`config.mk`:
```
export PLATFORM = sky130hd
export DESIGN_NAME = cla_adder
export DESIGN_NICKNAME = d
export VERILOG_FILES = /design/src/rtl/cla_pkg.sv /design/src/rtl/cla_pg_bit.sv /design/src/rtl/cla_cell.sv /design/src/rtl/cla_adder.sv
export SDC_FILE = /design/constraint.sdc
export NUM_CORES = 1
export LEC_CHECK = 0
export CORE_UTILIZATION = 44
export DETAILED_ROUTE_END_ITERATION = 7
export PLACE_DENSITY_LB_ADDON = 0.05
export SYNTH_ARGS = -nofsm -noshare
export SYNTH_HDL_FRONTEND = slang
export SYNTH_SLANG_ARGS = --single-unit
```
`constraint.sdc`:
```
create_clock -name vclk -period 3.8
set_clock_uncertainty 0.15 [all_clocks]
set_input_delay 0.38 -clock vclk [all_inputs]
set_output_delay 0.38 -clock vclk [all_outputs]
set_load 0.01 [all_outputs]
```
`src/rtl/cla_pkg.sv`:
```
// cla_pkg: shared constants and elaboration-time helpers for the lookahead tree.
// Assumes the word width is a power of the radix (4, 16, 64, ...).
package cla_pkg;

    localparam int RADIX = 4;

    // Number of lookahead levels needed to reduce w columns to one root node.
    function automatic int cla_levels(input int w);
        int n;
        int l;
        n = w;
        l = 0;
        for (int k = 0; k < 8; k++) begin
            if (n > 1) begin
                n = n / RADIX;
                l = l + 1;
            end
        end
        return l;
    endfunction

    // Index of the first node of level lvl in the flat node vector.
    function automatic int cla_node_base(input int w, input int lvl);
        int n;
        int base;
        n = w;
        base = 0;
        for (int k = 0; k < 8; k++) begin
            if (k < lvl) begin
                base = base + n;
                n = n / RADIX;
            end
        end
        return base;
    endfunction

endpackage

```
`src/rtl/cla_pg_bit.sv`:
```
// cla_pg_bit: per-column terms for one bit position.
// Produces OR-propagate, AND-generate and the XOR half-sum used by the sum bit.
module cla_pg_bit (
    input  logic a_bit,
    input  logic b_bit,
    output logic prop,
    output logic gen,
    output logic half
);

    // Column terms, all from the two operand bits only.
    always_comb begin
        prop = a_bit | b_bit;
        gen  = a_bit & b_bit;
        half = a_bit ^ b_bit;
    end

endmodule

```
`src/rtl/cla_cell.sv`:
```
// cla_cell: one radix-N carry-lookahead cell, reused at every level of the tree.
// Every carry is a flat sum of products of p, g and cin, with no internal ripple.
// Assumes N is small (4 gives a widest term of five inputs).
module cla_cell #(
    parameter int N = cla_pkg::RADIX
) (
    input  logic [N-1:0] p,
    input  logic [N-1:0] g,
    input  logic         cin,
    output logic [N-2:0] carry,   // carry[k] enters position k+1
    output logic         grp_p,
    output logic         grp_g
);

    // Carry out of position k, expanded: g_k + p_k g_(k-1) + ... + p_k..p_0 ci.
    function automatic logic expand(input logic [N-1:0] pp,
                                    input logic [N-1:0] gg,
                                    input logic         ci,
                                    input int           k);
        logic s;
        logic t;
        t = ci;
        for (int m = 0; m < N; m++) begin
            if (m <= k) t = t & pp[m];
        end
        s = t;
        for (int j = 0; j < N; j++) begin
            if (j <= k) begin
                t = gg[j];
                for (int m = 0; m < N; m++) begin
                    if (m > j && m <= k) t = t & pp[m];
                end
                s = s | t;
            end
        end
        return s;
    endfunction

    // Inner carries and the combined group pair.
    always_comb begin
        for (int k = 0; k < N - 1; k++) begin
            carry[k] = expand(p, g, cin, k);
        end
        grp_p = &p;
        grp_g = expand(p, g, 1'b0, N - 1);
    end

endmodule

```
`src/rtl/cla_adder.sv`:
```
// cla_adder: WIDTH-bit adder built from a recursive tree of identical lookahead cells.
// Node layout: level 0 holds one node per bit, and each higher level holds one
// node per group of four below it. The root is the last node.
// Carries flow from the root down. Group pairs flow from the bits up.
// Assumes WIDTH is 4, 16 or 64. Purely combinational.
module cla_adder #(
    parameter int WIDTH = 64
) (
    input  logic [WIDTH-1:0] a,
    input  logic [WIDTH-1:0] b,
    input  logic             cin,
    output logic [WIDTH-1:0] sum,
    output logic             cout,
    output logic             p_top,
    output logic             g_top
);
    import cla_pkg::*;

    localparam int LEVELS = cla_levels(WIDTH);
    localparam int NODES  = cla_node_base(WIDTH, LEVELS) + 1;
    localparam int ROOT   = NODES - 1;

    logic [NODES-1:0] np;
    logic [NODES-1:0] ng;
    logic [NODES-1:0] nc;
    logic [WIDTH-1:0] half;

    // Bit columns: level-0 nodes and the sum bits.
    for (genvar i = 0; i < WIDTH; i++) begin : g_col
        cla_pg_bit u_col (
            .a_bit (a[i]),
            .b_bit (b[i]),
            .prop  (np[i]),
            .gen   (ng[i]),
            .half  (half[i])
        );
        assign sum[i] = half[i] ^ nc[i];
    end

    // Lookahead levels: each cell folds four nodes into one node of the next level.
    for (genvar l = 0; l < LEVELS; l++) begin : g_lvl
        localparam int BASE = cla_node_base(WIDTH, l);
        localparam int UP   = cla_node_base(WIDTH, l + 1);
        localparam int CNT  = WIDTH >> (2 * (l + 1));
        for (genvar c = 0; c < CNT; c++) begin : g_cell
            cla_cell #(.N(RADIX)) u_cell (
                .p     (np[BASE + RADIX*c +: RADIX]),
                .g     (ng[BASE + RADIX*c +: RADIX]),
                .cin   (nc[UP + c]),
                .carry (nc[BASE + RADIX*c + 1 +: RADIX-1]),
                .grp_p (np[UP + c]),
                .grp_g (ng[UP + c])
            );
            assign nc[BASE + RADIX*c] = nc[UP + c];
        end
    end

    // Root: the external carry enters at the top node, and the word pair is exported.
    assign nc[ROOT] = cin;
    assign p_top    = np[ROOT];
    assign g_top    = ng[ROOT];
    assign cout     = ng[ROOT] | (np[ROOT] & cin);

endmodule

```
-- After elaboration in Yosys (flattened, before gate mapping)
Cells that the tools add are included.
Widths: inputs -> output; s select.
- reduce and logical (&&, ||, !) cells: 21
- bitwise gates (word level): 636
- operators with widths (operator ; number):
    $and 1x1->1 ; 254
    $or 1x1->1 ; 254
    $xor 1x1->1 ; 128
    $reduce_and 16->1 ; 4
    $reduce_and 4->1 ; 16
    $reduce_and 64->1 ; 1
- output and inout port bits: 67
- word-level logic and storage cells: 657
- bits in registers: 0

-- Longest topological paths before layout
Gate-level depths: netlist (run 1).
- depth in word-level cells: 31
- mapped depth: 13
- depth with buffers taken out: 13

-- Modules after synthesis
From an unflattened synthesis (run 1), not the netlist that was laid out.
- cell total of the unflattened synthesis: 595
- area, all modules: 4100.2 um2
- modules (own cells, without submodules) (module ; area each (um2) ; instances ; cells each):
    cla_pg_bit ; 36.3 ; 64 ; 5
    cla_cell ; 57.6 ; 21 ; 10
    cla_adder ; 569.3 ; 1 ; 65

-- Worst setup path before layout (run 1)
OpenSTA, ideal clock, no wires.
- path type: input port to output port
- from: in a[41]
- to: out sum[61]
- cell stages on the path: 13
- setup slack: 485 ps
- buffers on the path: 0
- required time: 3270 ps
- arrival: 2785 ps
- path through: inv_1 -> ha_1 -> inv_2 -> a21oi_1 -> o21bai_1 -> a221o_1 -> o22a_1 -> a211oi_4 -> o21ai_4 -> a21oi_1 -> o21bai_1 -> fa_1 -> xor2_1
- longest elaborated chain between the ends: 20
- elaborated cells between the ends (all ways): 35
- those cells by class: bitwise (33); reduce/logical (2)
- ends and longest elaborated chain (what ; line ; RTL):
    start: declaration ; cla_adder.sv:9 ; input logic [WIDTH-1:0] a,
    $or 1x1->1 ; cla_pg_bit.sv:13 ; prop = a_bit | b_bit;
    $and 1x1->1 (3 in series) ; cla_cell.sv:31 ; if (m > j && m <= k) t = t & pp[m];
    $or 1x1->1 (3 in series) ; cla_cell.sv:33 ; s = s | t;
    $and 1x1->1 ; cla_cell.sv:31 ;
    $or 1x1->1 (2 in series) ; cla_cell.sv:33 ;
    $or 1x1->1 (*) ; cla_cell.sv:33 ;
    $and 1x1->1 (*) (3 in series) ; cla_cell.sv:24 ; if (m <= k) t = t & pp[m];
    $or 1x1->1 (*) (3 in series) ; cla_cell.sv:33 ;
    $and 1x1->1 (*) ; cla_cell.sv:24 ;
    $or 1x1->1 (*) ; cla_cell.sv:33 ;
    $xor 1x1->1 (*) ; cla_adder.sv:37 ; assign sum[i] = half[i] ^ nc[i];
    end: declaration ; cla_adder.sv:12 ; output logic [WIDTH-1:0] sum,
Every way passes the cells marked *; elsewhere a longest branch is shown, timed or not.

-- Worst setup path after layout (run 1)
- from: in b[39]
- to: out sum[62]
- longest elaborated chain between the ends: 22
- elaborated cells between the ends (all ways): 35
- those cells by class: bitwise (33); reduce/logical (2)
- ends and longest elaborated chain (what ; line ; RTL):
    start: declaration ; cla_adder.sv:10 ; input logic [WIDTH-1:0] b,
    $or 1x1->1 ; cla_pg_bit.sv:13 ;
    $and 1x1->1 ; cla_cell.sv:31 ;
    $or 1x1->1 (3 in series) ; cla_cell.sv:33 ;
    $and 1x1->1 (2 in series) ; cla_cell.sv:31 ;
    $or 1x1->1 (3 in series) ; cla_cell.sv:33 ;
    $or 1x1->1 (*) ; cla_cell.sv:33 ;
    $and 1x1->1 (*) (3 in series) ; cla_cell.sv:24 ;
    $or 1x1->1 (*) (3 in series) ; cla_cell.sv:33 ;
    $and 1x1->1 (*) (2 in series) ; cla_cell.sv:24 ;
    $or 1x1->1 (*) (2 in series) ; cla_cell.sv:33 ;
    $xor 1x1->1 (*) ; cla_adder.sv:37 ;
Marks and branches as above.

==> impl_metrics.yaml, run 1 <==
pwr:
  powerDensity_nw_per_um2: 157
  p_leak_nw: 4.30
  combPwrFrac: 1.000
  switchingPower_mw: 0.576
  p_int_mw: 0.667
  vdd_ir_drop_max_mv: 0.116
  p_clk_frac: 0
  switching_share: 0.463
  sequentialPowerShare: 0
floorplan:
  start_util: 0.461
  fp.dieW_um: 101
  core_um2: 9370
  dieArea_um2: 10200
  die_h_um: 101
  rows: 35
  ioPinCount: 196
critical_path:
  cp_slowest_cell: "a2111o_1"
  critPathArrivalTime_ps: 3260
  max_stage_delay_ps: 370
  startpoint_type: "input port"
  critPathCaptureType: "output pin"
  critPathRequiredTime_ps: 3270
  path_cells: "dlygate4sd2_1, inv_1, ha_2, inv_1, a21oi_2, o31ai_2, a221o_1, o22a_2, a211oi_4, o21ai_4, buf_6, a2111o_1, o311a_1, dlygate4sd2_1"
  cp_max_fo: 9
  worstSetupPathType: "in -> out"
grt:
  grt_usage: 0.251
  grt_pass1_wl_mm: 21.3
  antenna_found_initial: 4
  grt-ovfl-total: 0
  grt_pass1_vias: 5034
  grt_start_max_net_pins: 10
synth:
  ys_seq_area_frac: 0
  synth.cell_area_um2: 4320
  yosysWarnings: 0
  syn-instance-count: 572
  syn_area_per_cell_um2: 7.56
  synth_cell_types: 61
  synthesis.nets: 845
layout:
  design_area_um2: 7930
  ff_latch_area_um2: 0
  area_growth_syn_to_layout_pct: 83.4
  final_common_cell: "inv_1"
  clock_buffers: 0
  drive_gt1_frac: 0.337
  final_cell_mix: "147 x inv_1, 112 x buf_4, 83 x ha_1, 76 x clkdlybuf4s50_1, 52 x dlygate4sd2_1"
  layout.nets: 1159
  n_sequential_cell: 0
  multi_input_area_um2: 4310
  fin_cells: 1017
  fillers: 564
job:
  maxCapViolations: 0
placed_design:
  place_inst: 991
  placed_cell_area_um2: 7150
  dp_hpwl_mm: 11.1
  gp_congestion: 0.816
  io_buffers: 196
detailed_routing:
  drt_pre_antenna_iters: 4
  drc: 0
  wl_per_cell_um: 15.4
  post_drt_via_cell_ratio: 5.08
  num_vias: 5162
  detail-route-antenna-nets: 0
  drt_iter0_drc: 88
  wl_mm: 15.7
timing:
  relSlewSlack: 0.525
  final.min_clock_period_ps: 3790
  hold_viol: 0
  setup_violations: 0
  max_freq_mhz: 264
  slew_violations: 0
  period_share: 0.997
  tightestPinTransition_ps: 694
outcome:
  status: "finished clean"
worst_hold_path:
  holdCritPathClass: "in -> out"
kinds of logic after synthesis:
| family | Yosys count | share of synthesized area |
|---|---|---|
| buf+inv | 172 | 0.150 |
| fa+ha+maj | 144 | 0.445 |
| compound gates | 114 | 0.190 |
| simple gates | 100 | 0.131 |
| xor+xnor | 42 | 0.0851 |
Yosys cell counts (2+ instances only):
cell / count / area (µm²)
a2111o_1: 4 / 45.0
a211oi_1: 2 / 15.0
a21boi_0: 3 / 22.5
a21boi_1: 2 / 15.0
a21o_1: 3 / 22.5
a21oi_1: 44 / 220
a21oi_2: 4 / 35.0
a221o_1: 4 / 40.0
and3_1: 2 / 12.5
fa_1: 16 / 320
ha_1: 128 / 1600
inv_1: 168 / 631
inv_2: 3 / 11.3
nand2_1: 20 / 75.1
nand2b_1: 4 / 25.0
nand3_1: 3 / 15.0
nor2_1: 19 / 71.3
nor2b_1: 7 / 43.8
nor3_1: 15 / 75.1
nor3b_1: 2 / 15.0
nor4_1: 11 / 68.8
nor4_2: 2 / 25.0
o21a_1: 2 / 15.0
o21ai_0: 3 / 15.0
o21ba_2: 3 / 30.0
o21bai_1: 16 / 120
o311a_1: 2 / 20.0
o31ai_1: 6 / 45.0
or3_1: 2 / 12.5
xnor2_1: 20 / 175
xor2_1: 22 / 193
critical path: cells and delay by family:
kind	cells	cell delay, ps
AO/OA/AOI/OAI	8	1900
adder cells (fa/ha/maj)	1	170
buffers and inverters	5	820
path summary, 6_finish.rpt:
path   from      end  cells after the start
max   b[39]  sum[62]                     14
min   a[28]  sum[28]                      3
per-stage QoR:
step	TNS [ps]	setup WS (ps)	power (mW)	hold slack (ps)	util
finish	0	11.2	1.24	1120	0.846
global route	-1490	-152	1.34	1180	0.846
CTS	-25.6	-12.3	1.15	1240	0.791
detailed placement	-28890	-776	1.17	1740	0.763
global placement	-20430	-609	1.13	1740	0.763
floorplan	0	485	0.524	760	-
cell type report:
| type | count | area share |
|---|---|---|
| Multi-Input combinational cell | 400 | 0.544 |
| Timing Repair Buffer | 313 | 0.353 |
| Inverter | 171 | 0.0810 |
| Tap cell | 129 | 0.0204 |
| Antenna cell | 4 | 0.00126 |
power by group through the flow:
stage / Clock [mW] / Combinational (mW) / Sequential (mW)
final: 0.000000141 / 1.24 / 0
after global placement: 0 / 1.13 / 0
after detailed placement: 0 / 1.17 / 0
after floorplan: 0 / 0.524 / 0
after global routing: 0.000000141 / 1.34 / 0
after CTS: 0 / 1.15 / 0
timing repair:
action	4_1_cts	5_1_grt
pin swaps	43	60
resized for setup	216	148
buffers inserted	9	13
endpoints found under the setup margin	51	51
hold buffers	0	0
routing by layer:
metal	up-vias	GRT usage	routed length, µm
li1	2473	-	-
met1	2426	0.260	5620
met3	62	0.0388	934
met2	201	0.514	8400
met4	0	0.0658	739
met5	-	0	0
Power figures use the tool's default switching activity.
==> inputs of run 2 (changes only) <==
CORE_UTILIZATION = 48   (was 44)
clock period = 4.52 ns   (was 3.8 ns; I/O delays follow)
==> impl_metrics.yaml, run 2 (synthesis gave the netlist of run 1 again) <==
outcome:
  status: "finished clean"
layout:
  ff_latch_area_um2: 0
  layout.nets: 1080
  final_common_cell: "clkdlybuf4s50_1"
  drive_gt1_frac: 0.0944
  clock_buffers: 0
  n_sequential_cell: 0
  area_growth_syn_to_layout_pct: 57.7
  num_antenna_cells: 0
  final_cell_mix: "189 x clkdlybuf4s50_1, 168 x inv_1, 127 x ha_1, 42 x a21oi_1, 38 x buf_4"
critical_path:
  cp_max_fo: 5
  critPathRequiredTime_ps: 3920
  startpoint_type: "input port"
  path_delay_family: "buffers and inverters"
  crit_top_cell: "clkdlybuf4s50_1"
  cp_slowest_cell: "clkdlybuf4s50_1"
  path_cells: "clkdlybuf4s50_1, inv_1, ha_1, inv_2, a21oi_2, a21boi_1, nor4_4, a21oi_1, or3_4, a31o_2, fa_1, clkdlybuf4s50_1"
  critPathArrivalTime_ps: 3810
  max_stage_delay_ps: 530
  critPathCaptureType: "output pin"
  worst-path-buf-inv: 4
  worstSetupPathType: "in -> out"
floorplan:
  dieArea_um2: 9390
  rows: 34
  die_h_um: 96.9
  core_um2: 8720
  start_util: 0.496
  ioPinCount: 196
  fp.dieW_um: 96.9
timing:
  tightestPinTransition_ps: 846
  max_freq_mhz: 227
  whs_ps: 1590
  relSlewSlack: 0.431
  slew_violations: 0
  final.min_clock_period_ps: 4410
  period_share: 0.976
  hold_viol: 0
  setup_violations: 0
grt:
  gr-usage-met3: 0.0303
  grt_pass1_wl_mm: 19.0
  grt_start_max_net_pins: 10
  grt_pass1_vias: 4516
  grt-ovfl-total: 0
  met1_usage: 0.261
  antenna_found_initial: 0
  gr-usage-met2: 0.464
  busiest_layer: "met2"
  grt_usage: 0.232
detailed_routing:
  detail-route-antenna-nets: 0
  drt_pre_antenna_iters: 4
  num_vias: 4551
  drc: 0
  wl_per_cell_um: 12.6
  drt_iter0_drc: 74
  wl_mm: 11.5
  post_drt_via_cell_ratio: 4.98
placed_design:
  gp_congestion: 0.827
  io_buffers: 196
  dp_hpwl_mm: 10.2
pwr:
  vdd_ir_drop_max_mv: 0.0925
  p_total_mw: 0.945
  powerDensity_nw_per_um2: 139
  p_leak_nw: 3.56
job:
  maxCapViolations: 0
clock_network:
  cts_hold_buf: 0
worst_hold_path:
  holdCritPathClass: "in -> out"
run 2: through the flow:
| step | setup WS, ps | setup TNS, ps | utilization | instances | area [µm²] |
|---|---|---|---|---|---|
| after global placement | -56.3 | -178 | 0.767 | 911 | 6690 |
| after global routing | -22.9 | -46.3 | 0.782 | 913 | 6820 |
| final | 109 | 0 | 0.782 | 913 | 6820 |
| after detailed placement | -98.6 | -470 | 0.767 | 911 | 6690 |
| after CTS | 0.350 | 0 | 0.768 | 912 | 6700 |
| after floorplan | 1060 | 0 | - | 572 | 4320 |
run 2: where the power goes:
part,total (mW),switching (mW),leakage (nW),internal [mW]
sequential,0,0,0,0
combinational,0.945,0.409,3.56,0.537
clock,0,0,0,0
run 2: timing repair:
| item | CTS | global route |
|---|---|---|
| pin swaps | 2 | 7 |
| setup buffers | 1 | 1 |
| setup endpoints to repair | 15 | 35 |
| resized for setup | 4 | 21 |
run 2: final timing paths:
check | from | end | slack, ps | cells past startpoint
setup / recovery | b[11] | sum[40] | 110 | 12
hold / removal | b[57] | sum[57] | 1590 | 5
run 2: routing by layer:
layer  up-vias  routed length, µm  part of all wire
met3        14                638             0.055
li1       2298                  -                 -
met2       127               6130              0.53
met4         0                189             0.016
met1      2112               4560              0.40
met5         -                  0                 0
run 2: cell type report:
| cell class | count | area [µm²] |
|---|---|---|
| multi-input cells | 400 | 3780 |
| repair buffers | 234 | 2260 |
| fillers | 666 | 1900 |
| inverters | 171 | 642 |
| well taps | 108 | 135 |
